$ cat config.mk
export PLATFORM = sky130hd
export DESIGN_NAME = itc_predictor
export DESIGN_NICKNAME = d
export VERILOG_FILES = /design/src/rtl/itc_pkg.sv /design/src/rtl/itc_hash.sv /design/src/rtl/itc_victim_rng.sv /design/src/rtl/itc_predictor.sv
export SDC_FILE = /design/constraint.sdc
export NUM_CORES = 2
export LEC_CHECK = 0
export BUFFER_PORTS_ARGS = -buffer_cell sky130_fd_sc_hd__buf_2
export CAP_MARGIN = 25
export CORE_UTILIZATION = 55
export CTS_CLUSTER_DIAMETER = 120
export DETAILED_ROUTE_END_ITERATION = 8
export PLACE_DENSITY = 0.72
export SYNTH_ARGS = -nofsm -noshare
export SYNTH_HDL_FRONTEND = slang
export SYNTH_SLANG_ARGS = --single-unit
$ cat constraint.sdc
create_clock -name clk -period 6.6 [get_ports clk]
set_input_delay 0.66 -clock clk [delete_from_list [all_inputs] [get_ports clk]]
set_output_delay 0.66 -clock clk [all_outputs]
set_load 0.005 [all_outputs]
$ cat src/rtl/itc_pkg.sv
package itc_pkg;

  localparam int RND_W = 16;

  // Galois step, feedback polynomial x^16+x^14+x^13+x^11+1
  function automatic logic [RND_W-1:0] rnd_step(input logic [RND_W-1:0] s);
    return s[0] ? ((s >> 1) ^ 16'hB400) : (s >> 1);
  endfunction

endpackage

$ cat src/rtl/itc_hash.sv
module itc_hash #(
  parameter int PC_W       = 32,
  parameter int GHR_W      = 8,
  parameter int SET_W      = 4,
  parameter int TAG_W      = 10,
  parameter int PATH_LEN   = 2,
  parameter int INST_SHIFT = 2,
  parameter bit HASH_GHR   = 1'b1,
  parameter bit HASH_PATH  = 1'b1
) (
  input  logic [PC_W-1:0]          pc,
  input  logic [GHR_W-1:0]         ghr,
  input  logic [PATH_LEN*PC_W-1:0] path,
  input  logic [PATH_LEN-1:0]      path_vld,
  output logic [SET_W-1:0]         set_idx,
  output logic [TAG_W-1:0]         tag
);
  localparam int AGE_STEP = SET_W / PATH_LEN;

  logic [PC_W-1:0] pc_al;
  logic [PC_W-1:0] mix [PATH_LEN+1];

  assign pc_al  = pc >> INST_SHIFT;
  assign mix[0] = pc_al ^ (HASH_GHR ? PC_W'(ghr) : '0);

  for (genvar p = 0; p < PATH_LEN; p++) begin : g_age
    assign mix[p+1] = mix[p] ^ ((HASH_PATH && path_vld[p])
                      ? (path[p*PC_W +: PC_W] >> (INST_SHIFT + p*AGE_STEP))
                      : '0);
  end

  assign set_idx = SET_W'(mix[PATH_LEN]);
  assign tag     = TAG_W'(pc_al);
endmodule

$ cat src/rtl/itc_victim_rng.sv
module itc_victim_rng #(
  parameter int WAY_W = 2
) (
  input  logic             clk,
  input  logic             rst_n,
  output logic [WAY_W-1:0] victim
);
  import itc_pkg::*;

  logic [RND_W-1:0] state_q;

  always_ff @(posedge clk or negedge rst_n) begin
    if (!rst_n) state_q <= 16'hACE1;
    else        state_q <= rnd_step(state_q);
  end

  always_comb begin
    victim = '0;
    for (int i = 0; i < RND_W; i++) victim[i % WAY_W] ^= state_q[i];
  end


  rng_alive_chk: assert property (@(posedge clk) disable iff (!rst_n)
    state_q != '0);
endmodule

$ cat src/rtl/itc_predictor.sv
module itc_predictor #(
  parameter int PC_W       = 32,
  parameter int GHR_W      = 8,
  parameter int SETS       = 16,
  parameter int WAYS       = 4,
  parameter int TAG_W      = 10,
  parameter int PATH_LEN   = 2,
  parameter int INST_SHIFT = 2,
  parameter bit HASH_GHR   = 1'b1,
  parameter bit HASH_PATH  = 1'b1
) (
  input  logic                     clk,
  input  logic                     rst_n,
  input  logic [PC_W-1:0]          lk_pc,
  input  logic [GHR_W-1:0]         lk_ghr,
  input  logic [PATH_LEN*PC_W-1:0] lk_path,
  input  logic [PATH_LEN-1:0]      lk_path_vld,
  output logic                     lk_hit,
  output logic [PC_W-1:0]          lk_target,
  input  logic                     up_en,
  input  logic [PC_W-1:0]          up_pc,
  input  logic [GHR_W-1:0]         up_ghr,
  input  logic [PATH_LEN*PC_W-1:0] up_path,
  input  logic [PATH_LEN-1:0]      up_path_vld,
  input  logic [PC_W-1:0]          up_target
);
  localparam int SET_W = $clog2(SETS);
  localparam int WAY_W = (WAYS > 1) ? $clog2(WAYS) : 1;

  logic              vld_q [SETS][WAYS];
  logic [TAG_W-1:0]  tag_q [SETS][WAYS];
  logic [PC_W-1:0]   tgt_q [SETS][WAYS];

  logic [SET_W-1:0]  lk_set, up_set;
  logic [TAG_W-1:0]  lk_tag, up_tag;
  logic [WAYS-1:0]   lk_hit_vec, up_hit_vec;
  logic              up_hit;
  logic [WAY_W-1:0]  up_hit_way, up_way, victim;

  itc_hash #(.PC_W(PC_W), .GHR_W(GHR_W), .SET_W(SET_W), .TAG_W(TAG_W),
             .PATH_LEN(PATH_LEN), .INST_SHIFT(INST_SHIFT),
             .HASH_GHR(HASH_GHR), .HASH_PATH(HASH_PATH)) u_lk_hash (
    .pc(lk_pc), .ghr(lk_ghr), .path(lk_path), .path_vld(lk_path_vld),
    .set_idx(lk_set), .tag(lk_tag));

  itc_hash #(.PC_W(PC_W), .GHR_W(GHR_W), .SET_W(SET_W), .TAG_W(TAG_W),
             .PATH_LEN(PATH_LEN), .INST_SHIFT(INST_SHIFT),
             .HASH_GHR(HASH_GHR), .HASH_PATH(HASH_PATH)) u_up_hash (
    .pc(up_pc), .ghr(up_ghr), .path(up_path), .path_vld(up_path_vld),
    .set_idx(up_set), .tag(up_tag));

  itc_victim_rng #(.WAY_W(WAY_W)) u_rng (
    .clk(clk), .rst_n(rst_n), .victim(victim));

  for (genvar w = 0; w < WAYS; w++) begin : g_cmp
    assign lk_hit_vec[w] = vld_q[lk_set][w] && (tag_q[lk_set][w] == lk_tag);
    assign up_hit_vec[w] = vld_q[up_set][w] && (tag_q[up_set][w] == up_tag);
  end

  always_comb begin
    lk_target  = '0;
    up_hit_way = '0;
    for (int w = 0; w < WAYS; w++) begin
      if (lk_hit_vec[w]) lk_target = lk_target | tgt_q[lk_set][w];
      if (up_hit_vec[w]) up_hit_way = WAY_W'(w);
    end
  end

  assign lk_hit = |lk_hit_vec;
  assign up_hit = |up_hit_vec;
  assign up_way = up_hit ? up_hit_way : (victim & WAY_W'(WAYS-1));

  always_ff @(posedge clk or negedge rst_n) begin
    if (!rst_n) begin
      for (int s = 0; s < SETS; s++)
        for (int w = 0; w < WAYS; w++) vld_q[s][w] <= 1'b0;
    end else if (up_en) begin
      vld_q[up_set][up_way] <= 1'b1;
    end
  end

  always_ff @(posedge clk) begin
    if (up_en) begin
      tag_q[up_set][up_way] <= up_tag;
      tgt_q[up_set][up_way] <= up_target;
    end
  end


  lk_unique_chk: assert property (@(posedge clk) disable iff (!rst_n)
    $onehot0(lk_hit_vec));

  up_unique_chk: assert property (@(posedge clk) disable iff (!rst_n)
    $countones(up_hit_vec) <= 1);

  alloc_valid_chk: assert property (@(posedge clk) disable iff (!rst_n)
    up_en |=> vld_q[$past(up_set)][$past(up_way)]);

  overwrite_tgt_chk: assert property (@(posedge clk) disable iff (!rst_n)
    up_en && up_hit |=> tgt_q[$past(up_set)][$past(up_way)] == $past(up_target));
endmodule

======== After elaboration in Yosys (flattened, before gate mapping) ========
Memory sizes are Yosys's and may differ from the RTL's.
Index checks and enable logic that the tools add are counted.
word-level totals
  bits in registers ....................... 80
  RAM bits ................................ 2,688
  input bits .............................. 247
  output and inout bits ................... 33
  memories kept ........................... 2
operators by class
  $lt $le $gt $ge ......................... 5
  eq/ne operators ......................... 8
  multiplexer cells ....................... 30
  bitwise operators ....................... 28
  reduce and logical (&&, ||, !) cells .... 12
memories
  name   words  width  read ports  clocked after memory_dff  wr ports  line                 text
  tgt_q  16     128    1           0                         1         itc_predictor.sv:32  logic [PC_W-1:0] tgt_q [SETS][WAYS];
  tag_q  16     40     2           0                         1         itc_predictor.sv:31  logic [TAG_W-1:0] tag_q [SETS][WAYS];
operator list
  kind                                                        number
  two-way mux 32 bit                                          5
  two-way mux 128 bit                                         1
  OR 32 bit                                                   3
  equality test 10 bit                                        8
  demux 32 bit (select 2 bit)                                 1
  OR 64 bit                                                   1
  two-way mux 40 bit                                          1
  two-way mux 4 bit                                           9
  binary-select mux 4 bit (select 4 bit)                      2
  bitwise XOR 4 bit                                           6
  demux 10 bit (select 2 bit)                                 1
  demux 4 bit (select 4 bit)                                  1
  two-way mux 16 bit                                          1
  bitwise XOR 1 bit                                           14
  greater-or-equal comparator 5 bit, second input constant    2
  logical AND 1 bit                                           10
  two-way mux 10 bit                                          1
  inverter 4 -> 5 bit                                         2
  OR reduction 4 bit                                          2
  two-way mux 2 bit                                           3
  less-than comparator 5 x 1 -> 1 bit, second input constant  1
  inverter 3 -> 4 bit                                         1
  greater-or-equal comparator 3 bit, second input constant    1
  less-than comparator 3 x 1 -> 1 bit, second input constant  1
  other kinds (3)                                             5

======== Depth between registers and ports, before layout ========
  depth after elaboration ................. 20
  mapped depth ............................ 18
  gate-level depth less buffers ........... 11

======== By module ========
A second synthesis with hierarchy kept.
second synthesis, totals
  cells, all modules ...................... 5,122
  area, all modules ....................... 113,836.7 sq um
by module, submodules not included
  module          times used  cells an instance  area each (sq um)
  itc_predictor   1           5,038              112,758.1
  itc_victim_rng  1           32                 558.0
  itc_hash        2           26                 260.2

======== Worst setup path after synthesis ========
Ideal clock, no wire load.
  path kind ............................... input to register
  start point ............................. input port up_pc[2]
  end point ............................... memory tag_q[0][20] in the netlist's numbering (enable)
  arrival ................................. 6,705 ps
  path slack .............................. -598 ps
  cell stages on the path ................. 14
  cells stage by stage .................... buf_2 xnor2_1 xnor3_1 clkbuf_1 buf_1 nand3_1 a32o_1 a221oi_1 xnor2_1 nor3_1 a21boi_1 nand2_1 clkbuf_1 nor3_1
between the ends
  longest elaborated chain between the ends .. 18
  elaborated cells between the ends (all ways) .. 28
  classes of those cells .................. 2 x order compare; 4 x eq/ne; 10 x mux; 5 x bitwise; 6 x reduce/logical; 1 x memory
RTL lines
  what                                                           line                 text
  start, declared                                                itc_predictor.sv:21  input logic [PC_W-1:0] up_pc,
  branches (longest 18 deep; another with memory (16 x 40 bit))  --
  end, declared                                                  itc_predictor.sv:31
Parallel ways; which one is timed is not known. The select of a mux whose other input is x is not followed.

======== Worst setup path after layout ========
  start point ............................. input port lk_ghr[1]
  end point ............................... output port lk_target[23]
between the ends
  longest elaborated chain between the ends .. 15
  elaborated cells between the ends (all ways) .. 24
  classes of those cells .................. 4 x eq/ne; 7 x mux; 7 x bitwise; 4 x reduce/logical; 2 x memory
RTL lines
  what                                                           line                 text
  start, declared                                                itc_predictor.sv:15  input logic [GHR_W-1:0] lk_ghr,
  bitwise XOR 4 bit *                                            itc_hash.sv:24       assign mix[0] = pc_al ^ (HASH_GHR ? PC_W'(ghr) : '0);
  bitwise XOR 4 bit * (2 in a row)                               itc_hash.sv:27       assign mix[p+1] = mix[p] ^ ((HASH_PATH && path_vld[p])
  branches (longest 11 deep; another with memory (16 x 40 bit))  --
  two-way mux 32 bit *                                           itc_predictor.sv:64  if (lk_hit_vec[w]) lk_target = lk_target | tgt_q[lk_set][w];
  end, declared                                                  itc_predictor.sv:19  output logic [PC_W-1:0] lk_target,
Mark *: on every way between the ends. The select of a mux whose other input is x is not followed.

==> out/results.tsv <==
metric	value	unit
Die Wd	458	um
CTS tree	yes	
pwr/cell area	323	nW/um^2
I/O pin cnt	280	
Wirelength per Cell	32.0	um
Compound-Gate Fraction of Synth Area	0.0368	
Placed Cells	8873	
post-synthesis sequential area ratio	0.723	
met2 GRT Util	0.447	
Worst Path Required	5.94	ns
# port buffers	115	
library cells used by synthesis	69	
synthesized instance count	6198	
Post-Route WL	300000	um
crit path DAT	5.42	ns
largest family of logic cells by synthesized area	multiplexers	
Max Freq	164	MHz
met3 usage	0.0544	
Tightest Pin Transition	1.09	ns
Ys Warns	0	
Synth Cell Area	114000	um^2
Async S/R FF share, synth	0.0289	
detailed-route via count	63700	
most common cell after layout, fill and taps aside	edfxtp_1	
Synth Area in Adders	0	
vias in the first global route	63500	
Max Cap Viol	0	
TNS Setup	0	ns
grt peak-use layer	met2	
Peak VDD IR	0.000262	V
fin nets	6729	
layout cells sized above 1	0.228	
Root Buffer Master	clkbuf_16	
fin cells	9379	
GRT Total Usage	0.285	
Core Area	207000	um^2
GRT overflow	0	
maximum clock path buffer count	4	
setup slack after layout	0.520	ns
first-pass GRT wire length	433000	um
final setup fails	0	
proportion of synthesized area in mux cells	0.159	
crit start category	primary input	
DRT Pass-1 Iters	7	
RD Place Congestion	0.889	
largest cells by area after synthesis	edfxtp_1, mux4_2, nand2_1	
Fin. Hold Viols	0	
Post-CTS Resized	0	
RSZ-0062 raised after global routing	false	
htree depth	5	
largest net degree at the start of global routing	134	
P_leak	42.2	nW
Initial Utilization	0.553	
DP HPWL	161000	um
Design Power	0.0418	W
top cell type's share of synthesized area	0.705	
worst skew pair latency	0.93	ns
row count	167	
Rel. slew slack	0.271	
Top FF cell, synth	edfxtp_1	
initial detailed-routing violation count	7893	
worst-path fanout max	26	
min Tclk post-route	6.08	ns
Synth area leader	edfxtp_1	
pins over their slew limit	0	
final worst-path cycle share	0.921	
post-synthesis xor/xnor area fraction	0.0102	
clock transition at the registers of the reported paths	0.06	ns
WS Path Type	in2out	
antenna violations before repair	11	
number of synthesized flops with an enable pin	2688	
clock skew	0.0588	ns
post-route ant nets	0	
pre-CTS setup slack	0.482	ns
Clock Sinks	2768	
Crit. End Element	output pin	
total CTS buffers	283	
Avg Cell Area, Syn	18.5	um^2
layout overhead on the synthesized area	12.9	%
register bit total from synthesis	2768	
DIE AREA	210000	um^2
height of the chip	458	um
most frequent cells in the layout	edfxtp_1, nand2_1, mux4_2, clkbuf_16, mux2i_1	
syn nets	6445	
HP Class	in2reg	
Post-Synth Simple-Gate Area	0.0532	
outcome	finished, final reports clean	
met1 Use GR	0.395	
DRC viols	0	
DR vias/cell	6.80	
-- registers in the layout, indices dropped and copies added (netlist names) --
register / count
u_rng.state_q: 16
vld_q: 64
tgt_q: 2048
tag_q: 640
-- cell type report --
class	instances	area (um^2)
sequential	2768	82700
fill	14000	77700
multi-input combinational	2998	30200
clock buffer	348	7480
timing repair buffer	415	4290
tap	2704	3380
clock inverter	128	996
inverter	16	60.1
antenna	2	5.00
-- metal layers --
metal	part of all wire	wire, um
met1	0.38	113000
met2	0.47	142000
met3	0.11	31700
met4	0.047	14000
met5	0.00023	68
-- stage by stage --
step / util / cell area [um^2] / hold WS (ns)
final: 0.624 / 129000 / 0.0266
after global routing: 0.624 / 129000 / 0.00462
after CTS: 0.622 / 129000 / 0.0707
after detailed placement: 0.581 / 120000 / 0.365
after global placement: 0.580 / 120000 / 0.362
after floorplan: - / 114000 / 0.361
-- Yosys cell counts, drive strengths merged, types with 3 or more instances --
library cell,count
o31ai,18
o211ai,34
o2111ai,3
nor2,72
nand2,816
xnor3,6
o21bai,48
a22oi,32
xnor2,65
nand4,7
dfstp,8
nand4b,3
nor3,22
dfrtp,72
buf,260
a32o,11
and3,36
mux4,679
a21oi,10
a311oi,18
nor2b,69
a32oi,49
and2,96
o311ai,34
dlygate4sd1,9
o21ai,9
a211oi,162
xor2,42
nor4,11
nand3,220
clkbuf,147
edfxtp,2688
a21boi,3
xor3,3
mux2i,276
inv,16
a221oi,8
a31oi,114
-- timing repair --
action / CTS / global route
endpoints found under the hold margin: 48 / 1
buffers inserted: 0 / 0
hold buffers: 1 / 1
-- where the power goes --
| part | switching (W) | total (W) | leakage, nW | internal, W |
|---|---|---|---|---|
| registers | 0.0000811 | 0.0196 | 25.1 | 0.0195 |
| clock network | 0.00641 | 0.0150 | 4.14 | 0.00863 |
| logic | 0.00420 | 0.00715 | 12.9 | 0.00295 |
| total | 0.0107 | 0.0418 | 42.2 | 0.0311 |
-- critical path: stages --
cell and delay, ns:
buf_2 0.13, xnor2_4 0.16, xnor3_4 0.55, buf_12 0.27
buf_12 0.26, mux4_1 0.57, and2_1 0.17, a211oi_1 0.28
a31oi_1 0.13, xnor2_1 0.17, nand4_1 0.16, nor4_4 0.08
buf_12 0.20, buf_4 0.20, a22oi_1 0.83, o311ai_1 0.30
buf_2 0.22
-- path summary, 6_finish.rpt --
check,start,end,slack (ns),depth (start not counted)
max,lk_ghr[1],lk_target[23],0.52,17
min,up_target[31],tgt_q[8][127],0.03,1
max reg2reg,tag_q[8][9],tgt_q[0][112],2.33,12
min reg2reg,u_rng.state_q[6],u_rng.state_q[5],0.37,0
max in group asynchronous,rst_n,u_rng.state_q[10],5.70,3
min in group asynchronous,rst_n,vld_q[22],0.25,2
-- cell families after synthesis --
group,Yosys count
flops,2768
mux,955
simple gates,1365
xor+xnor,116
buf+inv,432
compound gates,562
Note: power is estimated with default switching activity, not from simulation.
